## config.mk

```make
export PLATFORM = sky130hd
export DESIGN_NAME = mem_thermal_throttle
export DESIGN_NICKNAME = d
export VERILOG_FILES = /design/src/rtl/mtt_pkg.sv /design/src/rtl/mtt_regs.sv /design/src/rtl/mtt_estimator.sv /design/src/rtl/mtt_trip.sv /design/src/rtl/mtt_window.sv /design/src/rtl/mem_thermal_throttle.sv
export SDC_FILE = /design/constraint.sdc
export NUM_CORES = 1
export LEC_CHECK = 0
export ABC_AREA = 1
export BUFFER_PORTS_ARGS = -buffer_cell sky130_fd_sc_hd__clkbuf_2
export CAP_MARGIN = 15
export CORE_MARGIN = 2
export CORE_UTILIZATION = 57
export CTS_BUF_LIST = sky130_fd_sc_hd__clkbuf_4 sky130_fd_sc_hd__clkbuf_8 sky130_fd_sc_hd__clkbuf_16
export DETAILED_ROUTE_END_ITERATION = 7
export PLACE_DENSITY_LB_ADDON = 0.25
export SKIP_CTS_REPAIR_TIMING = 1
export SYNTH_ARGS = -nofsm -noshare
export SYNTH_HDL_FRONTEND = slang
export SYNTH_HIERARCHICAL = 1
export SYNTH_SLANG_ARGS = --single-unit
```

## constraint.sdc

```tcl
create_clock -name clk -period 2.4 [get_ports clk]
set_input_delay 0.36 -clock clk [delete_from_list [all_inputs] [get_ports clk]]
set_output_delay 0.36 -clock clk [all_outputs]
set_load 0.01 [all_outputs]
```

## src/rtl/mtt_pkg.sv

```systemverilog
package mtt_pkg;
    localparam int TEMP_W   = 8;
    localparam int AMT_W    = 4;
    localparam int ADDR_W   = 3;
    localparam int NUM_LVL  = 3;
    localparam int LVL_WARM = 0;
    localparam int LVL_HOT  = 1;
    localparam int LVL_CRIT = 2;

    typedef enum logic [ADDR_W-1:0] {
        A_CTRL = 3'd0,
        A_WARM = 3'd1,
        A_HOT  = 3'd2,
        A_CRIT = 3'd3,
        A_AMT  = 3'd4
    } reg_addr_e;

    typedef struct packed {
        logic [TEMP_W-1:0] thr;
        logic [TEMP_W-1:0] hyst;
    } trip_cfg_t;

    typedef struct packed {
        logic                          src_est;
        trip_cfg_t [NUM_LVL-1:0]       trip;
        logic [AMT_W-1:0]              warm_amt;
        logic [AMT_W-1:0]              hot_amt;
    } reg_state_t;

    typedef struct packed {
        logic active;
    } trip_state_t;

    typedef struct packed {
        logic [AMT_W-1:0] phase;
        logic             shut;
    } win_state_t;
endpackage

```

## src/rtl/mtt_regs.sv

```systemverilog
module mtt_regs
    import mtt_pkg::*;
#(
    parameter int DATA_W = 16
) (
    input  logic                          clk,
    input  logic                          rst_n,
    input  logic                          wr_en,
    input  logic [ADDR_W-1:0]             wr_addr,
    input  logic [DATA_W-1:0]             wr_data,
    output logic                          src_est,
    output trip_cfg_t [NUM_LVL-1:0]       trip_cfg,
    output logic [AMT_W-1:0]              warm_amt,
    output logic [AMT_W-1:0]              hot_amt
);
    localparam int HYST_LSB = TEMP_W;
    localparam int HYST_MSB = 2 * TEMP_W - 1;

    reg_state_t s_d, s_q, rst_s;

    always_comb begin
        rst_s.src_est = 1'b0;
        for (int i = 0; i < NUM_LVL; i++) begin
            rst_s.trip[i].thr  = '1;
            rst_s.trip[i].hyst = '0;
        end
        rst_s.warm_amt = '1;
        rst_s.hot_amt  = '1;
    end

    always_comb begin
        s_d = s_q;
        if (wr_en) begin
            case (wr_addr)
                A_CTRL: s_d.src_est = wr_data[0];
                A_WARM: begin
                    s_d.trip[LVL_WARM].thr  = wr_data[TEMP_W-1:0];
                    s_d.trip[LVL_WARM].hyst = wr_data[HYST_MSB:HYST_LSB];
                end
                A_HOT: begin
                    s_d.trip[LVL_HOT].thr  = wr_data[TEMP_W-1:0];
                    s_d.trip[LVL_HOT].hyst = wr_data[HYST_MSB:HYST_LSB];
                end
                A_CRIT: begin
                    s_d.trip[LVL_CRIT].thr  = wr_data[TEMP_W-1:0];
                    s_d.trip[LVL_CRIT].hyst = wr_data[HYST_MSB:HYST_LSB];
                end
                A_AMT: begin
                    s_d.warm_amt = wr_data[AMT_W-1:0];
                    s_d.hot_amt  = wr_data[2*AMT_W-1:AMT_W];
                end
                default: ;
            endcase
        end
    end

    always_ff @(posedge clk or negedge rst_n) begin
        if (!rst_n) s_q <= rst_s;
        else        s_q <= s_d;
    end

    assign src_est  = s_q.src_est;
    assign trip_cfg = s_q.trip;
    assign warm_amt = s_q.warm_amt;
    assign hot_amt  = s_q.hot_amt;
endmodule

```

## src/rtl/mtt_estimator.sv

```systemverilog
module mtt_estimator
    import mtt_pkg::*;
#(
    parameter int EST_W         = 12,
    parameter int CNT_W         = 4,
    parameter int ACT_WEIGHT    = 1,
    parameter int COOL_DEC      = 16,
    parameter int SAMPLE_PERIOD = 16
) (
    input  logic              clk,
    input  logic              rst_n,
    input  logic [CNT_W-1:0]  act_cnt,
    output logic [EST_W-1:0]  est_acc,
    output logic              sample_tick,
    output logic [TEMP_W-1:0] est_temp
);
    localparam int PER_W = (SAMPLE_PERIOD > 1) ? $clog2(SAMPLE_PERIOD) : 1;
    localparam int WIDE  = EST_W + CNT_W + 16;
    localparam logic [EST_W-1:0] EST_MAX = '1;

    typedef struct packed {
        logic [PER_W-1:0] per;
        logic [EST_W-1:0] acc;
    } est_state_t;

    est_state_t s_d, s_q;
    logic [WIDE-1:0] sum;
    logic            tick;

    always_comb begin
        s_d  = s_q;
        tick = (s_q.per == PER_W'(SAMPLE_PERIOD - 1));
        s_d.per = tick ? '0 : s_q.per + 1'b1;
        sum = WIDE'(s_q.acc) + WIDE'(act_cnt) * WIDE'(ACT_WEIGHT);
        if (tick) begin
            sum = (sum > WIDE'(COOL_DEC)) ? sum - WIDE'(COOL_DEC) : '0;
        end
        if (sum > WIDE'(EST_MAX)) begin
            sum = WIDE'(EST_MAX);
        end
        s_d.acc = sum[EST_W-1:0];
    end

    always_ff @(posedge clk or negedge rst_n) begin
        if (!rst_n) s_q <= '0;
        else        s_q <= s_d;
    end

    assign est_acc     = s_q.acc;
    assign sample_tick = tick;
    assign est_temp    = s_q.acc[EST_W-1 -: TEMP_W];
endmodule

```

## src/rtl/mtt_trip.sv

```systemverilog
module mtt_trip
    import mtt_pkg::*;
(
    input  logic              clk,
    input  logic              rst_n,
    input  logic [TEMP_W-1:0] temp,
    input  trip_cfg_t         cfg,
    output logic              lvl
);
    trip_state_t s_d, s_q;
    logic [TEMP_W:0] low_sum;

    always_comb begin
        s_d     = s_q;
        low_sum = {1'b0, temp} + {1'b0, cfg.hyst};
        if (temp > cfg.thr) begin
            s_d.active = 1'b1;
        end else if (low_sum < {1'b0, cfg.thr}) begin
            s_d.active = 1'b0;
        end
    end

    always_ff @(posedge clk or negedge rst_n) begin
        if (!rst_n) s_q <= '0;
        else        s_q <= s_d;
    end

    assign lvl = s_q.active;
endmodule

```

## src/rtl/mtt_window.sv

```systemverilog
module mtt_window
    import mtt_pkg::*;
(
    input  logic               clk,
    input  logic               rst_n,
    input  logic [NUM_LVL-1:0] lvl,
    input  logic [AMT_W-1:0]   warm_amt,
    input  logic [AMT_W-1:0]   hot_amt,
    output logic               permit,
    output logic               shutdown
);
    win_state_t s_d, s_q;

    always_comb begin
        s_d       = s_q;
        s_d.phase = s_q.phase + 1'b1;
        s_d.shut  = s_q.shut | lvl[LVL_CRIT];
    end

    always_comb begin
        if (s_q.shut)               permit = 1'b0;
        else if (lvl[LVL_HOT])      permit = (s_q.phase < hot_amt);
        else if (lvl[LVL_WARM])     permit = (s_q.phase < warm_amt);
        else                        permit = 1'b1;
    end

    always_ff @(posedge clk or negedge rst_n) begin
        if (!rst_n) s_q <= '0;
        else        s_q <= s_d;
    end

    assign shutdown = s_q.shut;
endmodule

```

## src/rtl/mem_thermal_throttle.sv

```systemverilog
module mem_thermal_throttle
    import mtt_pkg::*;
#(
    parameter int DATA_W        = 16,
    parameter int CNT_W         = 4,
    parameter int EST_W         = 12,
    parameter int ACT_WEIGHT    = 1,
    parameter int COOL_DEC      = 16,
    parameter int SAMPLE_PERIOD = 16
) (
    input  logic              clk,
    input  logic              rst_n,
    input  logic              wr_en,
    input  logic [ADDR_W-1:0] wr_addr,
    input  logic [DATA_W-1:0] wr_data,
    input  logic [TEMP_W-1:0] ext_temp,
    input  logic [CNT_W-1:0]  act_cnt,
    output logic              cmd_permit,
    output logic              shutdown_req
);
    logic                    src_est;
    trip_cfg_t [NUM_LVL-1:0] trip_cfg;
    logic [AMT_W-1:0]        warm_amt, hot_amt;
    logic [EST_W-1:0]        est_acc;
    logic                    sample_tick;
    logic [TEMP_W-1:0]       est_temp, sel_temp;
    logic [NUM_LVL-1:0]      lvl;
    logic [TEMP_W-1:0]       warm_thr, warm_hyst;
    logic                    warm_lvl, hot_lvl;

    mtt_regs #(.DATA_W(DATA_W)) i_regs (
        .clk      (clk),
        .rst_n    (rst_n),
        .wr_en    (wr_en),
        .wr_addr  (wr_addr),
        .wr_data  (wr_data),
        .src_est  (src_est),
        .trip_cfg (trip_cfg),
        .warm_amt (warm_amt),
        .hot_amt  (hot_amt)
    );

    mtt_estimator #(
        .EST_W         (EST_W),
        .CNT_W         (CNT_W),
        .ACT_WEIGHT    (ACT_WEIGHT),
        .COOL_DEC      (COOL_DEC),
        .SAMPLE_PERIOD (SAMPLE_PERIOD)
    ) i_est (
        .clk         (clk),
        .rst_n       (rst_n),
        .act_cnt     (act_cnt),
        .est_acc     (est_acc),
        .sample_tick (sample_tick),
        .est_temp    (est_temp)
    );

    assign sel_temp = src_est ? est_temp : ext_temp;

    for (genvar g = 0; g < NUM_LVL; g++) begin : g_trip
        mtt_trip i_trip (
            .clk   (clk),
            .rst_n (rst_n),
            .temp  (sel_temp),
            .cfg   (trip_cfg[g]),
            .lvl   (lvl[g])
        );
    end

    mtt_window i_win (
        .clk      (clk),
        .rst_n    (rst_n),
        .lvl      (lvl),
        .warm_amt (warm_amt),
        .hot_amt  (hot_amt),
        .permit   (cmd_permit),
        .shutdown (shutdown_req)
    );

    assign warm_thr  = trip_cfg[LVL_WARM].thr;
    assign warm_hyst = trip_cfg[LVL_WARM].hyst;
    assign warm_lvl  = lvl[LVL_WARM];
    assign hot_lvl   = lvl[LVL_HOT];
endmodule

```

==> impl_metrics.csv, run 1 <==
group,metric,value,unit
yosys,syn_nets,1010,
pwr,fin_total_pwr,0.00873,W
yosys,syn_avg_cell_area,7.55,sq um
clocking,numCtsBuffers,9,
placed_design,detailedPlacementHpwl,13.6,mm
worst_setup_path,setup.worst_path.end_class,"register",
timing,setup_viol,13,
timing,report.final.hold_viol_count,17,
detailed_routing,drcViolationCount,0,
worst_setup_path,largest_delay_contributor_family_on_the_critical_path,"adder cells",
floorplan,dieArea,0.0127,sq mm
floorplan,chipHeight,113,um
cells_and_area,filler_cell_count,962,
worst_setup_path,critical-path-max-stage-delay,470,ps
placed_design,io_buffers,35,
run_status,outcome,"complete, but fails checks",
clocking,cts.clk_slew.worst_paths,60,ps
clocking,worstSkewPairLatency,350,ps
hold_path,timing.hold.worst.class,"input port to asynchronous set/reset pin",
cells_and_area,num-nets-final,1114,
yosys,synth_area,0.00671,sq mm
global_route,antenna_violations_before_repair,0,
global_route,global_route.usage.total,28.0,%
worst_setup_path,timing.critical_path.mode_cell,"nand2_1",
timing,final.min_clock_period,2630,ps
detailed_routing,avgRoutedWirePerCell,15.3,um
timing,achievable-frequency,381,MHz
floorplan,dieWidth,113,um
detailed_routing,vias_per_cell,5.28,
timing,largest_clock_skew_in_the_final_design,5.16,ps
pwr,power_leakage,4.34,nW
cells_and_area,antenna-diode-count,0,
floorplan,fp-row-count,39,
floorplan,io-pin-count,36,
detailed_routing,final_antenna_net_count,0,
clocking,cts_tree,"yes",
worst_setup_path,critPathRequiredTime,2630,ps
timing,timing.slew.headroom,65.1,%
detailed_routing,route.final.wire_length,17.4,mm
worst_setup_path,critical_path.max_fanout,8,
timing,layout_setup_ws,-226,ps
global_route,grt_pass1_wl,27.8,mm
clocking,h-tree-depth,3,
run,cap_viol_max_count,0,
global_route,globalRouteOverflowTotal,0,
timing,timing.final.crit_share,109,%
yosys,post_synth_inst_count,889,
timing,rsz0062_at_grt,"yes",
placed_design,gpl.final_weighted_congestion,0.908,
detailed_routing,first_iter_violations,309,
global_route,first_global_vias,5866,
yosys,synthesis.yosys.warnings,6,
cells_and_area,commonest_non_fill_non_tap_cell_in_the_layout,"nand2_1",
pwr,powerDensity,1080,mW/mm^2
timing,report.final.slew_viol_count,0,
placed_design,placement.cell_area,0.00756,sq mm
worst_setup_path,timing.critical_path.slowest_stage_cell,"dfrtp_2",
worst_setup_path,cp.buffers_inverters,3,
timing,worst_pin_slew,523,ps
clocking,tritoncts_num_sinks,81,
clocking,cts_buffer_depth,2,
cells_and_area,area_growth_syn_to_layout,20.8,%
detailed_routing,dr.pass1.iters,5,
worst_setup_path,arrival,2860,ps
pwr,vdd_ir_drop_max,0.881,mV
worst_setup_path,critPathLaunchType,"register",
floorplan,core,0.0115,sq mm
run_status,failed_checks,"hold timing, setup timing",
worst_setup_path,crit_type,"register to register",
worst_setup_path,crit_path_cell_chain,"inv_6 > nand2_4 > nand2_8 > ha_4 > inv_1 > fa_2 > o21ai_4 > xor2_1 > ha_1 > nand2_1 > inv_1 > nand2_1 > nand3_1 > nand2_1 > nand2_1 > nand2_1 > nand2_1 > nand2_1 > nand2_1",
floorplan,initial_core_util,58.5,%
timing,hold_ws,-25.8,ps
global_route,pin_count_of_the_biggest_net_entering_global_routing,41,
cells_and_area,fin_area,0.00811,sq mm
detailed_routing,vias,6025,
cells_and_area,layout_common_cells,"nand2_1 (273), inv_1 (96), nand3_1 (82), buf_4 (78), ha_1 (73)",
cells_and_area,final_layout_size_suffix_gt1_share,30.6,%
clocking,cts_root_buf,"clkbuf_16",
through the flow:
step           hold WS [ps]  utilization (%)  TNS, ps  worst slack [ps]  std cells
2_1_floorplan          64.4                -    -58.9             -28.7        889
3_3_place_gp            359             65.9    -3080              -379       1122
3_5_place_dp            371             65.9    -3960              -379       1122
4_1_cts               -7.56             68.8    -2810              -409       1138
5_1_grt                20.2             70.7    -3230              -397       1141
6_report              -25.8             70.7    -1270              -226       1141
worst reg2reg max path: cells and delay by family (launching register included):
kind / cells / cell delay (ps)
fa+ha+maj: 3 / 780
simple gates: 11 / 680
flops: 1 / 470
buf+inv: 3 / 210
xor+xnor: 1 / 200
compound gates: 1 / 160
registers in the layout, summed over array words and instances, names as in the netlist:
| register | flops |
|---|---|
| i_win/shutdown | 1 |
| i_est/s_q | 4 |
| i_est/est_acc | 12 |
| i_regs/hot_amt | 4 |
| i_regs/warm_amt | 4 |
| i_regs/trip_cfg | 48 |
| g_trip.i_trip/lvl | 3 |
| i_win/s_q | 4 |
| i_regs/src_est | 1 |
where the power goes:
| group | internal, W | switching [W] | leakage [nW] |
|---|---|---|---|
| registers | 0.00175 | 0.000234 | 0.932 |
| logic | 0.00228 | 0.00294 | 3.25 |
| clock network | 0.000924 | 0.000606 | 0.158 |
| total | 0.00495 | 0.00378 | 4.34 |
worst paths after layout:
path / cells past startpoint / slack, ps / to / startpoint
min: 1 / -30 / i_est/est_acc[0] / rst_n
max: 19 / -230 / g_trip[2].i_trip/lvl / i_regs/src_est
min in group clk: 3 / 270 / i_regs/trip_cfg[45] / wr_data[5]
max in group asynchronous: 2 / 1740 / i_regs/trip_cfg[8] / rst_n
min reg2reg: 2 / 460 / i_regs/warm_amt[0] / i_regs/warm_amt[0]
max reg2reg: 19 / -230 / g_trip[2].i_trip/lvl / i_regs/src_est
layer usage:
layer / wire length, um / global-route usage [%]
met1: 7670 / 36.4
met2: 8280 / 46.5
met3: 830 / 4.16
met4: 626 / 12.7
met5: 0 / 0
layout make-up:
| class | instances | area (sq um) | area share (%) |
|---|---|---|---|
| Clock inverter | 7 | 101 | 1.25 |
| Multi-Input combinational cell | 668 | 4310 | 53.2 |
| Tap cell | 143 | 179 | 2.21 |
| Timing Repair Buffer | 113 | 767 | 9.46 |
| Clock buffer | 9 | 225 | 2.78 |
| Inverter | 120 | 455 | 5.62 |
| Sequential cell | 81 | 2070 | 25.5 |
Power figures use the tool's default switching activity.
==> inputs of run 2 (changes only) <==
- SKIP_LAST_GASP: default -> 1
==> run 2 against run 1 <==
Against the previous run:
- the flow still finishes with violations (hold timing, setup timing)
- clock skew is 0.70 ps higher
- first-iteration DRC count shrank 3.2%
- cell area did not move
- critical path type unchanged
- largest power group unchanged
- highest routed layer unchanged
==> impl_metrics.csv, run 2 (same netlist as run 1, synthesis figures left out) <==
group,metric,value,unit
cells_and_area,largest_register_ffs,48,
cells_and_area,num-nets-final,1114,
worst_setup_path,crit_path_cell_chain,"inv_6 > nand2_4 > nand2_8 > ha_4 > inv_1 > fa_2 > o21ai_4 > xor2_1 > ha_1 > nand2_1 > inv_1 > nand2_1 > nand3_1 > nand2_1 > nand2_1 > nand2_1 > nand2_1 > nand2_1 > nand2_1",
timing,timing.slew.headroom,65.1,%
global_route,pin_count_of_the_biggest_net_entering_global_routing,41,
timing,rsz0062_at_grt,"yes",
worst_setup_path,critical_path.max_fanout,8,
timing,timing.final.crit_share,109,%
floorplan,dieArea,0.0127,sq mm
global_route,globalRouteOverflowTotal,0,
clocking,tritoncts_num_sinks,81,
global_route,antenna_violations_before_repair,0,
clocking,numCtsBuffers,9,
cells_and_area,final_layout_size_suffix_gt1_share,30.6,%
cells_and_area,layout_common_cells,"nand2_1 (273), inv_1 (96), nand3_1 (82), buf_4 (78), ha_1 (73)",
cells_and_area,fin_area,0.00811,sq mm
worst_setup_path,timing.critical_path.mode_cell,"nand2_1",
detailed_routing,route.final.wire_length,17.4,mm
worst_setup_path,timing.critical_path.slowest_stage_cell,"dfrtp_2",
placed_design,placement.cell_area,0.00756,sq mm
pwr,fin_total_pwr,0.00873,W
pwr,powerDensity,1080,mW/mm^2
floorplan,dieWidth,113,um
timing,report.final.hold_viol_count,17,
worst_setup_path,critPathLaunchType,"register",
clocking,worstSkewPairLatency,350,ps
worst_setup_path,crit_type,"register to register",
run_status,outcome,"complete, but fails checks",
timing,worst_pin_slew,524,ps
pwr,vdd_ir_drop_max,0.881,mV
detailed_routing,final_antenna_net_count,0,
floorplan,core,0.0115,sq mm
pwr,power_leakage,4.34,nW
run,cap_viol_max_count,0,
global_route,first_global_vias,5866,
hold_path,timing.hold.worst.class,"input port to asynchronous set/reset pin",
worst_setup_path,arrival,2860,ps
worst_setup_path,critPathRequiredTime,2630,ps
worst_setup_path,critical_path.reg2reg.startpoint,"i_regs/src_est",
detailed_routing,dr.pass1.iters,5,
run_status,failed_checks,"hold timing, setup timing",
placed_design,place_worst_setup_slack,-379,ps
cells_and_area,multi_input_area,0.00431,sq mm
timing,achievable-frequency,381,MHz
timing,largest_clock_skew_in_the_final_design,5.86,ps
worst_setup_path,setup.worst_path.end_class,"register",
timing,layout_setup_ws,-227,ps
worst_setup_path,rr_endpoint,"g_trip[2].i_trip/lvl",
cells_and_area,filler_cell_count,962,
clocking,cts_tree,"yes",
timing,report.final.slew_viol_count,0,
clocking,h-tree-depth,3,
floorplan,initial_core_util,58.5,%
cells_and_area,area_growth_syn_to_layout,20.8,%
worst_setup_path,reg2reg_path_depth,19,
worst_setup_path,r2r_setup_slk,-230,ps
clocking,cts_buffer_depth,2,
cells_and_area,antenna-diode-count,0,
placed_design,gpl.final_weighted_congestion,0.908,
cells_and_area,commonest_non_fill_non_tap_cell_in_the_layout,"nand2_1",
detailed_routing,first_iter_violations,299,
clocking,cts_root_buf,"clkbuf_16",
floorplan,fp-row-count,39,
worst_setup_path,worst_setup_path_startpoint,"i_regs/src_est",
timing,hold_ws,-25.5,ps
cells_and_area,storage_element_area,0.00207,sq mm
global_route,global_route.usage.total,28.0,%
timing,final.min_clock_period,2630,ps
placed_design,detailedPlacementHpwl,13.6,mm
floorplan,chipHeight,113,um
detailed_routing,vias,6034,
global_route,grt_pass1_wl,27.8,mm
detailed_routing,vias_per_cell,5.29,
timing,fin_setup_tns,-1270,ps
timing,setup_viol,13,
floorplan,io-pin-count,36,
placed_design,io_buffers,35,
clocking,cts.clk_slew.worst_paths,60,ps
detailed_routing,avgRoutedWirePerCell,15.3,um
worst_setup_path,critical-path-max-stage-delay,470,ps
detailed_routing,drcViolationCount,0,
run 2: metrics by stage:
| stage | utilization, % | instances |
|---|---|---|
| floorplan | - | 889 |
| global placement | 65.9 | 1122 |
| detailed placement | 65.9 | 1122 |
| CTS | 68.8 | 1138 |
| global route | 70.7 | 1141 |
| finish | 70.7 | 1141 |
run 2: how the worst max path moves through the flow:
stage                            to  cells after the start  slack, ps
6_report       g_trip[2].i_trip/lvl                     19       -230
5_1_grt        g_trip[1].i_trip/lvl                     16       -400
4_1_cts        g_trip[2].i_trip/lvl                     19       -410
3_5_place_dp   g_trip[2].i_trip/lvl                     16       -380
3_3_place_gp   g_trip[2].i_trip/lvl                     16       -380
2_1_floorplan  g_trip[1].i_trip/lvl                     20        -30
run 2: cell type report:
class | count | area share (%)
inverters | 120 | 5.62
clock buffers | 9 | 2.78
repair buffers | 113 | 9.46
multi-input cells | 668 | 53.2
well taps | 143 | 2.21
clock inverters | 7 | 1.25
flip-flops and latches | 81 | 25.5
run 2: per-layer routing:
metal  wire length, um  track usage [%]  share of wire (%)
met1              7670             36.4                 44
met2              8300             46.5                 48
met3               810             4.16                4.7
met4               626             12.7                3.6
met5                 0                0                  0
run 2: critical path: cells and delay by family (launching register included):
family / cells / cell delay, ps
AOI/OAI and AO/OA: 1 / 160
xor gates and xnor gates: 1 / 200
DFF: 1 / 470
buffers and inverters: 3 / 210
adders and majority gates: 3 / 780
and+or+nand+nor: 11 / 680
run 2: where the power goes:
part | leakage, nW | internal (W) | switching [W]
combinational | 3.25 | 0.00228 | 0.00294
sequential | 0.932 | 0.00175 | 0.000235
clock | 0.158 | 0.000924 | 0.000607
